[src/rtl/rp_err_pkg.sv]
// Package: shared constants for the root port error status tracker.
// The flag index is class*FLAGS_PER_CLASS + kind, with kind 0 = first and 1 = multiple.
package rp_err_pkg;
    localparam int NUM_CLASS       = 2;
    localparam int FLAGS_PER_CLASS = 2;
    localparam int STAT_W          = NUM_CLASS * FLAGS_PER_CLASS;

    typedef enum logic [0:0] {
        CLS_COR = 1'b0,
        CLS_UNC = 1'b1
    } err_class_e;

    localparam int KIND_FIRST = 0;
    localparam int KIND_MULTI = 1;
endpackage

[src/rtl/rp_err_flag_pair.sv]
// Module: first/multiple flag pair for one error class.
// Assumes ev_i is already the OR of every event of this class for this cycle.
// The multiple flag looks at the registered first flag, so when the first flag
// is clear an event sets only the first flag. A set wins over a same-cycle clear.
module rp_err_flag_pair (
    input  logic clk,
    input  logic por_n,
    input  logic ev_i,
    input  logic clr_first_i,
    input  logic clr_multi_i,
    output logic first_o,
    output logic multi_o
);
    logic first_q;
    logic multi_q;

    // Purpose: hold the first flag; only power-on reset clears it.
    always_ff @(posedge clk) begin
        if (!por_n)           first_q <= 1'b0;
        else if (ev_i)        first_q <= 1'b1;
        else if (clr_first_i) first_q <= 1'b0;
    end

    // Purpose: hold the multiple flag; it sets on an event seen while first was already set.
    always_ff @(posedge clk) begin
        if (!por_n)               multi_q <= 1'b0;
        else if (ev_i && first_q) multi_q <= 1'b1;
        else if (clr_multi_i)     multi_q <= 1'b0;
    end

    assign first_o = first_q;
    assign multi_o = multi_q;
endmodule

[src/rtl/rp_err_regif.sv]
// Module: register access port for the status word.
// Decodes one word address (low two address bits ignored) and turns writes into
// per-flag clear strobes. The read data is registered and loads on rd_en_i.
// Either reset clears the read register.
module rp_err_regif
    import rp_err_pkg::*;
#(
    parameter int          DATA_W  = 32,
    parameter int          ADDR_W  = 12,
    parameter logic [11:0] REG_OFS = 12'h130
) (
    input  logic              clk,
    input  logic              por_n,
    input  logic              sys_rst_n,
    input  logic              rd_en_i,
    input  logic              wr_en_i,
    input  logic [ADDR_W-1:0] addr_i,
    input  logic [DATA_W-1:0] wr_data_i,
    input  logic [STAT_W-1:0] stat_i,
    output logic [STAT_W-1:0] clr_o,
    output logic [DATA_W-1:0] rd_data_o
);
    localparam logic [ADDR_W-1:0] OFS_W = ADDR_W'(REG_OFS);

    logic              hit;
    logic [DATA_W-1:0] rd_q;
    logic              unused_bits;

    // Purpose: match the word address, ignoring byte-lane bits.
    always_comb hit = (addr_i[ADDR_W-1:2] == OFS_W[ADDR_W-1:2]);

    // Purpose: turn a write of ones at the status word into clear strobes.
    always_comb clr_o = (wr_en_i && hit) ? wr_data_i[STAT_W-1:0] : '0;

    // Purpose: capture read data; clear it on either reset.
    always_ff @(posedge clk) begin
        if (!por_n || !sys_rst_n) rd_q <= '0;
        else if (rd_en_i)         rd_q <= hit ? DATA_W'(stat_i) : '0;
    end

    assign rd_data_o   = rd_q;
    assign unused_bits = ^{wr_data_i[DATA_W-1:STAT_W], addr_i[1:0]};
endmodule

[src/rtl/rp_err_status.sv]
// Module: root port error status tracker (top).
// Keeps sticky first/multiple flags for the correctable and uncorrectable classes.
// Fatal and nonfatal events together form the uncorrectable class. Flags survive
// sys_rst_n; only por_n clears them. Assumes the event inputs are one-cycle pulses.
module rp_err_status
    import rp_err_pkg::*;
#(
    parameter int          DATA_W  = 32,
    parameter int          ADDR_W  = 12,
    parameter logic [11:0] REG_OFS = 12'h130
) (
    input  logic              clk,
    input  logic              por_n,
    input  logic              sys_rst_n,
    input  logic              cor_err_i,
    input  logic              fatal_err_i,
    input  logic              nonfatal_err_i,
    input  logic              rd_en_i,
    input  logic              wr_en_i,
    input  logic [ADDR_W-1:0] addr_i,
    input  logic [DATA_W-1:0] wr_data_i,
    output logic [DATA_W-1:0] rd_data_o,
    output logic              summary_o
);
    logic [NUM_CLASS-1:0] cls_ev;
    logic [STAT_W-1:0]    flags_q;
    logic [STAT_W-1:0]    clr;

    // Purpose: merge the raw event pulses into one event per class.
    always_comb begin
        cls_ev          = '0;
        cls_ev[CLS_COR] = cor_err_i;
        cls_ev[CLS_UNC] = fatal_err_i | nonfatal_err_i;
    end

    for (genvar c = 0; c < NUM_CLASS; c++) begin : g_cls
        rp_err_flag_pair u_pair (
            .clk         (clk),
            .por_n       (por_n),
            .ev_i        (cls_ev[c]),
            .clr_first_i (clr[c*FLAGS_PER_CLASS + KIND_FIRST]),
            .clr_multi_i (clr[c*FLAGS_PER_CLASS + KIND_MULTI]),
            .first_o     (flags_q[c*FLAGS_PER_CLASS + KIND_FIRST]),
            .multi_o     (flags_q[c*FLAGS_PER_CLASS + KIND_MULTI])
        );
    end

    rp_err_regif #(
        .DATA_W  (DATA_W),
        .ADDR_W  (ADDR_W),
        .REG_OFS (REG_OFS)
    ) u_regif (
        .clk       (clk),
        .por_n     (por_n),
        .sys_rst_n (sys_rst_n),
        .rd_en_i   (rd_en_i),
        .wr_en_i   (wr_en_i),
        .addr_i    (addr_i),
        .wr_data_i (wr_data_i),
        .stat_i    (flags_q),
        .clr_o     (clr),
        .rd_data_o (rd_data_o)
    );

    // Purpose: summary flag for the interrupt generator.
    always_comb summary_o = |flags_q;
endmodule

[config.mk]
export PLATFORM = sky130hd
export DESIGN_NAME = rp_err_status
export DESIGN_NICKNAME = d
export VERILOG_FILES = /design/src/rtl/rp_err_pkg.sv /design/src/rtl/rp_err_flag_pair.sv /design/src/rtl/rp_err_regif.sv /design/src/rtl/rp_err_status.sv
export SDC_FILE = /design/constraint.sdc
export NUM_CORES = 1
export LEC_CHECK = 0
export BUFFER_PORTS_ARGS = -buffer_cell sky130_fd_sc_hd__buf_2
export CAP_MARGIN = 25
export CORE_AREA = 2 2 49 51
export CTS_CLUSTER_DIAMETER = 200
export DETAILED_ROUTE_END_ITERATION = 6
export DIE_AREA = 0 0 51 53
export PLACE_DENSITY = 0.72
export RECOVER_POWER = 100
export SYNTH_ARGS = -nofsm -noshare
export SYNTH_HDL_FRONTEND = slang
export SYNTH_SLANG_ARGS = --single-unit
[constraint.sdc]
create_clock -name clk -period 1.1 [get_ports clk]
set_input_delay 0 -clock clk [delete_from_list [all_inputs] [get_ports clk]]
set_output_delay 0 -clock clk [all_outputs]
set_load 0.02 [all_outputs]
---- After elaboration in Yosys (flattened, before gate mapping) ----
Index checks and enable logic that the tools add are counted.
storage, ports and cells
  register bits after elaboration ......... 36
  input port bits ......................... 52
  output and inout port bits .............. 33
  word-level logic and storage cells ...... 28
operators by class
  equal/unequal tests ..................... 1
  multiplexer cells ....................... 10
  bitwise operators ....................... 1
  reductions and logical operators ........ 11
operator list
  operator             number
  $eq 10x7->1 const B  1
  $mux 1               8
  $mux 4               2
  $reduce_bool 2->1    4
  $reduce_or 4->1      1
  $logic_and 1x1->1    3
  $logic_not 1->1      2
  $logic_or 1x1->1     1
  $or 1x1->1           1

---- Depth between registers and ports, before layout ----
Gate-level depths: netlist of run 1.
  depth after elaboration ................. 5
  mapped depth ............................ 3
  depth with buffers taken out ............ 3

---- By module ----
A second synthesis of run 1 with hierarchy kept.
unflattened totals
  cell total of the unflattened synthesis .. 72
  area total of the unflattened synthesis .. 636.9 um^2
by module, submodules not included
  module            times used  cells an instance  area each (um^2)
  rp_err_regif      1           56                 465.4
  rp_err_flag_pair  2           7                  78.8
  rp_err_status     1           2                  13.8

---- Worst setup path before layout of run 1 ----
OpenSTA, ideal clock, no wires.
  kind .................................... flip-flop to output port
  start ................................... register g_cls[1].u_pair.first_q
  end ..................................... output summary_o
  data arrival time ....................... 0.942 ns
  required time ........................... 1.100 ns
  slack ................................... 0.158 ns
  stages on the path, launching flop included .. 2
  path through ............................ dfxtp_1 or4_1
on the way
  word-level cells in the longest chain between the ends .. 1
ends and longest elaborated chain
  what                    RTL line                source
  start, declared         rp_err_flag_pair.sv:14  logic first_q;
  start signal, assigned  rp_err_flag_pair.sv:19  if (!por_n) first_q <= 1'b0;
  start signal, assigned  rp_err_flag_pair.sv:20  else if (ev_i) first_q <= 1'b1;
  start signal, assigned  rp_err_flag_pair.sv:21  else if (clr_first_i) first_q <= 1'b0;
  $reduce_or 4->1         rp_err_status.sv:66     always_comb summary_o = |flags_q;
  end, declared           rp_err_status.sv:23     output logic summary_o
No other way between the ends.

---- Worst setup path after layout of run 1 ----
Same ends and word-level chain as after synthesis.

==> metrics.cfg, run 1 <==
[floorplanning]
fp.dieH_um=53
die_w_um=51
top_level_ports=85
core-area_sq_um=2150
rows=17
start_util_pct=28.4
dieArea_sq_um=2700

[finish]
area_delta_synth_final_pct=23.6
nets=162
final_area_sq_um=753
drive_above_1_share_pct=29.6
diodes=0
fill_cells=226
layout.cells.non_filler=136

[outcome]
status=complete, but fails checks
violations=setup timing

[worst_setup_path]
path_max_fanout=2
required_ns=1.10
rrSetupSlack_ns=0.18
cp.arrival_ns=1.23
rr_startpoint=g_cls[1].u_pair.first_o
start_kind=register
r2r-end=u_regif.rd_data_o[2]
r2r_cells=4
worstSetupEndpointType=output pin
critical_path_class=register to output pin

[power_and_ir_drop]
combPwrFrac_pct=28.3
p_leak_uw=0.000365
seqPwrFrac_pct=42.4
power_density_nw_per_um2=970
swShare_pct=31.7
p_int_uw=499
power_uw=731
ir_worst_vdd_mv=0.586
p_clk_share_pct=29.3
power.switching_uw=232

[synthesis]
synth_seq_area_share_pct=26.3
synth_warnings=0
synth_seq_cells=8
ys_types=19
synth_edf_count=0
synth_common_cells=buf_4, dfxtp_1
synthFlopType=dfxtp_1
netlist_instances=73
synthDominantCellAreaShare_pct=34.5
synth.most_common_cell=buf_4
synthArstFlopShare_pct=0
synth.area.top_cells=buf_4, dfxtp_1, a31oi_1
syn-cell-area_sq_um=609
synth.largest_area_cell=buf_4
synth.avg_cell_area_sq_um=8.35

[grt]
antenna_found_initial=0
grt_max_degree=9
grt_pass1_wl_mm=1.64
grt-ovfl-total=0
grt_usage_pct=8.55
grt_pass1_vias=405

[clock_tree]
cts_tree=done
htree_num_levels=1
clk_latency_ns=0.25
clk_pin_slew_ns=0.05
cts_sinks=8
root_buffer=clkbuf_4
cts_buffer_depth=2
cts-buffers-inserted=3

[routing]
drtIter0Drc=8
ant_nets=0
route.vias.total=522
drc_errors=0
avgRoutedWirePerCell_um=8.09
viasPerCell=3.84
totalWireLength_mm=1.10
first_pass_iters=4

[sta]
tns_ns=-0.134
fmax_ghz=0.810
finalMaxSlewViolations=0
setup_viol=1
finalCritPeriodShare_pct=112
finalHoldViolations=0
rsz0062_at_grt=true
fin_hold_ws_ns=0.00965
post-route-min-period_ns=1.23
setup_slack_ns=-0.134
fin_skew_ns=0.00122

[min_path]
hp-class=input pin to register
whs_path_depth=3
holdPathEnd=g_cls[0].u_pair.multi_o
min_from=por_n

[run]
maxCapViolCount=0

[place]
post-dp-hpwl_um=903
place_congestion=0.838
port_buffers=26
dp.cells=129
place_area_sq_um=688

[cell type report]
class / count / area, sq um / area share (%)
Multi-Input combinational cell: 63 / 340 / 45.2
Timing Repair Buffer: 33 / 190 / 25.2
Sequential cell: 8 / 161 / 21.4
Tap cell: 28 / 35.0 / 4.65
Clock buffer: 3 / 22.5 / 2.99
Inverter: 1 / 3.75 / 0.498
[power by group through the flow]
| stage | logic, uW | clock network, uW | registers, uW |
|---|---|---|---|
| floorplan | 202 | 0 | 313 |
| global placement | 185 | 0 | 314 |
| detailed placement | 188 | 0 | 314 |
| CTS | 207 | 228 | 309 |
| global route | 226 | 245 | 311 |
| finish | 207 | 214 | 310 |
[metal layers]
metal	track usage [%]	up-vias	share of wire [%]
met5	0	-	0
li1	-	269	-
met4	2.70	0	0
met2	12.8	45	38
met3	5.93	0	17
met1	9.64	208	45
[through the flow]
| step | utilization, % | setup slack [ns] |
|---|---|---|
| after floorplan | - | 0.158 |
| after global placement | 32.0 | 0.120 |
| after detailed placement | 32.0 | 0.132 |
| after CTS | 35.5 | -0.139 |
| after global routing | 35.1 | -0.176 |
| final | 35.1 | -0.134 |
[logic make-up after synthesis]
kind of cell / Yosys count / share of synthesized area [%]
other: 1 / 0.615
buffers and inverters: 29 / 35.1
AND/OR/NAND/NOR: 21 / 24.4
AO/OA/AOI/OAI: 14 / 13.6
flip-flops: 8 / 26.3
[critical path: stages, from the launching register on]
cell and delay (ns):
dfxtp_1 0.30, or4_4 0.53, buf_6 0.15
[registers in the layout, summed over array words and instances (netlist names)]
register,count
g_cls.u_pair.first_o,2
g_cls.u_pair.multi_o,2
u_regif.rd_data_o,4
[placed cells by master (no fill, tap or decap)]
cell | synthesis | final
nor4b_4 | 1 | 1
and4bb_2 | 1 | 1
and4_4 | 1 | 1
dfxtp_2 | 0 | 1
clkbuf_1 | 0 | 5
or4_4 | 0 | 1
o21ai_0 | 3 | 3
conb_1 | 1 | 28
o31ai_1 | 1 | 1
a21oi_1 | 4 | 4
and2_0 | 0 | 1
nand2_1 | 3 | 3
nor2_1 | 2 | 2
dlygate4sd3_1 | 0 | 4
nand4_1 | 4 | 4
o21a_1 | 1 | 1
buf_6 | 0 | 1
inv_1 | 1 | 1
nand2b_1 | 4 | 4
and2_1 | 4 | 3
buf_4 | 28 | 2
a31oi_1 | 4 | 4
buf_2 | 0 | 21
dfxtp_1 | 8 | 7
clkbuf_4 | 0 | 3
a21o_1 | 1 | 1
[worst max path at each step]
stage                                  from        end
floorplan           g_cls[1].u_pair.first_o  summary_o
global placement    g_cls[0].u_pair.multi_o  summary_o
detailed placement  g_cls[0].u_pair.multi_o  summary_o
CTS                 g_cls[1].u_pair.first_o  summary_o
global route        g_cls[0].u_pair.multi_o  summary_o
finish              g_cls[1].u_pair.first_o  summary_o
[repair_timing]
action,4_1_cts,5_1_grt
hold endpoints to repair,4,0
resized for setup,4,0
setup buffers,0,0
hold buffers,4,0
endpoints found under the setup margin,1,1
cloned,0,0
Note: power is estimated with default switching activity, not from simulation.
==> run 2, diff against run 1 <==
--- a/config.mk
+++ b/config.mk
@@ -5,6 +5,7 @@
 export SDC_FILE = /design/constraint.sdc
 export NUM_CORES = 1
 export LEC_CHECK = 0
+export ABC_AREA = 1
 export BUFFER_PORTS_ARGS = -buffer_cell sky130_fd_sc_hd__buf_2
 export CAP_MARGIN = 25
 export CORE_AREA = 2 2 49 51
==> run 2 against run 1 <==
- sequential power rose by 2%
- largest cell class unchanged
- synthesized cell count rose by 15%
- clock-buffer cell count did not move
- routed wire length rose by 3.5%
- die area did not move
- critical path depth did not move
- setup slack got worse by 0.0058 ns
- register-to-register slack improved by 0.21 ns
- clock skew rose by 0.0013 ns
- power rose by 1.3%
- the flow still finishes with violations (setup timing)
- sequential share of layout area rose by 1.0 points
- critical endpoint unchanged
- via count rose by 0.96%
==> metrics.cfg, run 2 <==
[grt]
grt_max_degree=9  ; unchanged
grt-ovfl-total=0  ; unchanged
grt_pass1_vias=506  ; +25%
grt_usage_pct=9.48  ; +0.93 points
grt_pass1_wl_mm=1.84  ; +12%
antenna_found_initial=0  ; unchanged

[power_and_ir_drop]
power_uw=740  ; +1.3%
power_density_nw_per_um2=1030  ; +6.2%
ir_worst_vdd_mv=0.419  ; -29%
p_leak_uw=0.000390  ; +6.7%

[routing]
route.vias.total=527  ; +0.96%
ant_nets=0  ; unchanged
viasPerCell=3.69  ; -4.0%
totalWireLength_mm=1.14  ; +3.5%
avgRoutedWirePerCell_um=7.97  ; -1.5%
first_pass_iters=4  ; unchanged
drtIter0Drc=1  ; -7
drc_errors=0  ; unchanged

[worst_setup_path]
cp.arrival_ns=1.24  ; about the same
critical-path-top-delay-family=simple AND/OR/NAND/NOR gates
required_ns=1.10  ; about the same
cp.buffers_inverters=1  ; unchanged
cpMaxStageDelayCell=or4_4
critical_path_class=register to output pin
worstSetupEndpointType=output pin
path_cells=or4_4 -> buf_6
cpPeakStageDelay_ns=0.53  ; about the same
start_kind=register
path_max_fanout=2  ; unchanged

[sta]
finalCritPeriodShare_pct=113  ; +0.53 points
setup_viol=1  ; unchanged
finalHoldViolations=0  ; unchanged
rsz0062_at_grt=true
post-route-min-period_ns=1.24  ; +0.00579 ns
finalMaxSlewViolations=0  ; unchanged
fmax_ghz=0.807  ; -0.47%
fin_hold_ws_ns=0.0179  ; +0.00830 ns
fin_skew_ns=0.00254  ; +0.00132 ns
setup_slack_ns=-0.140  ; -0.00579 ns

[synthesis]
syn-cell-area_sq_um=608  ; -0.21%
synth_edf_count=0  ; unchanged
synthDominantCellAreaShare_pct=34.6  ; +0.071 points
synth.avg_cell_area_sq_um=7.24  ; -13%
netlist_instances=84  ; +15%
synth_warnings=0  ; unchanged
synth.most_common_cell=buf_4
synth_seq_cells=8  ; unchanged
synthArstFlopShare_pct=0  ; unchanged
ys_types=15  ; -4
synth.area.top_cells=buf_4, dfxtp_1, nand2_1
synthFlopType=dfxtp_1
synth.largest_area_cell=buf_4
synth_common_cells=buf_4, nand2_1, inv_1
synth_seq_area_share_pct=26.3  ; +0.054 points

[clock_tree]
root_buffer=clkbuf_4
clk_latency_ns=0.25  ; about the same
clk_pin_slew_ns=0.05  ; about the same
htree_num_levels=1  ; unchanged
cts_tree=done
cts_buffer_depth=2  ; unchanged
cts_sinks=8  ; unchanged
cts-buffers-inserted=3  ; unchanged

[finish]
mostFrequentLayoutCells=conb_1, buf_2, nand2_1
diodes=0  ; unchanged
nets=169  ; +4.3%
area_delta_synth_final_pct=18.1
drive_above_1_share_pct=30.4  ; +0.81 points
fill_cells=257  ; +14%
final_common_cell=conb_1
largest_register_ffs=4  ; unchanged

[place]
place_congestion=0.690  ; -18%
post-dp-hpwl_um=954  ; +5.7%
port_buffers=26  ; unchanged

[floorplanning]
dieArea_sq_um=2700  ; unchanged
top_level_ports=85  ; unchanged
die_w_um=51  ; unchanged
start_util_pct=28.3  ; -0.058 points
core-area_sq_um=2150  ; unchanged
fp.dieH_um=53  ; unchanged
rows=17  ; unchanged

[min_path]
hp-class=input pin to register

[outcome]
violations=setup timing
status=complete, but fails checks

[run]
maxCapViolCount=0  ; unchanged

==> run 2: worst reg2reg max path, stage by stage (launching register included) <==
cell and delay (ns):
dfxtp_2 0.32, buf_4 0.11, o21ai_0 0.07, a21oi_1 0.14
==> run 2: final cells by class <==
| cell class | instances | area (sq um) | share of cell area, % |
|---|---|---|---|
| inverters | 9 | 33.8 | 4.70 |
| flip-flops and latches | 8 | 161 | 22.5 |
| well taps | 28 | 35.0 | 4.88 |
| clock buffers | 3 | 22.5 | 3.14 |
| repair buffers | 29 | 156 | 21.8 |
| multi-input cells | 66 | 309 | 43.0 |
==> run 2: worst paths after layout <==
| path | from | to | slack (ns) | cells past startpoint |
|---|---|---|---|---|
| max | g_cls[1].u_pair.first_o | summary_o | -0.14 | 2 |
| min | rd_en_i | u_regif.rd_data_o[2] | 0.02 | 2 |
| max reg2reg | g_cls[1].u_pair.first_o | g_cls[1].u_pair.multi_o | 0.39 | 3 |
| min reg2reg | g_cls[0].u_pair.multi_o | u_regif.rd_data_o[1] | 0.49 | 2 |
==> run 2: per-stage QoR <==
stage / instances / TNS, ns / cell area, sq um / setup slack, ns / util (%)
global route: 143 / -0.169 / 718 / -0.169 / 33.4
global placement: 137 / 0 / 664 / 0.103 / 30.9
detailed placement: 137 / 0 / 664 / 0.104 / 30.9
floorplan: 111 / 0 / 709 / 0.165 / -
finish: 143 / -0.140 / 718 / -0.140 / 33.4
CTS: 143 / -0.145 / 724 / -0.145 / 33.7
==> run 2: cell families after synthesis <==
kind of cell / synth area share (%)
compound gates: 10.7
buf+inv: 40.1
flops: 26.3
other cells: 0.617
simple gates: 22.2
==> run 2: timing repair <==
item                                   CTS  global route
gates resized for setup                  5             0
pin swaps                                1             1
buffers inserted                         2             0
endpoints found under the hold margin    1             0
hold buffers                             1             0
setup endpoints to repair                1             1
==> run 2: report_power, final <==
| part | switching [uW] | internal [uW] | total (uW) | leakage, uW |
|---|---|---|---|---|
| clock network | 92.7 | 124 | 217 | 0.0000138 |
| registers | 9.15 | 306 | 315 | 0.0000660 |
| logic | 144 | 64.2 | 208 | 0.000310 |
==> run 2: per-layer routing <==
layer | part of all wire, % | global-route usage (%) | vias up
met5 | 0 | 0 | -
met4 | 0.88 | 4.05 | 0
met3 | 13 | 6.21 | 2
met2 | 53 | 17.5 | 28
met1 | 33 | 7.85 | 226
li1 | - | - | 271
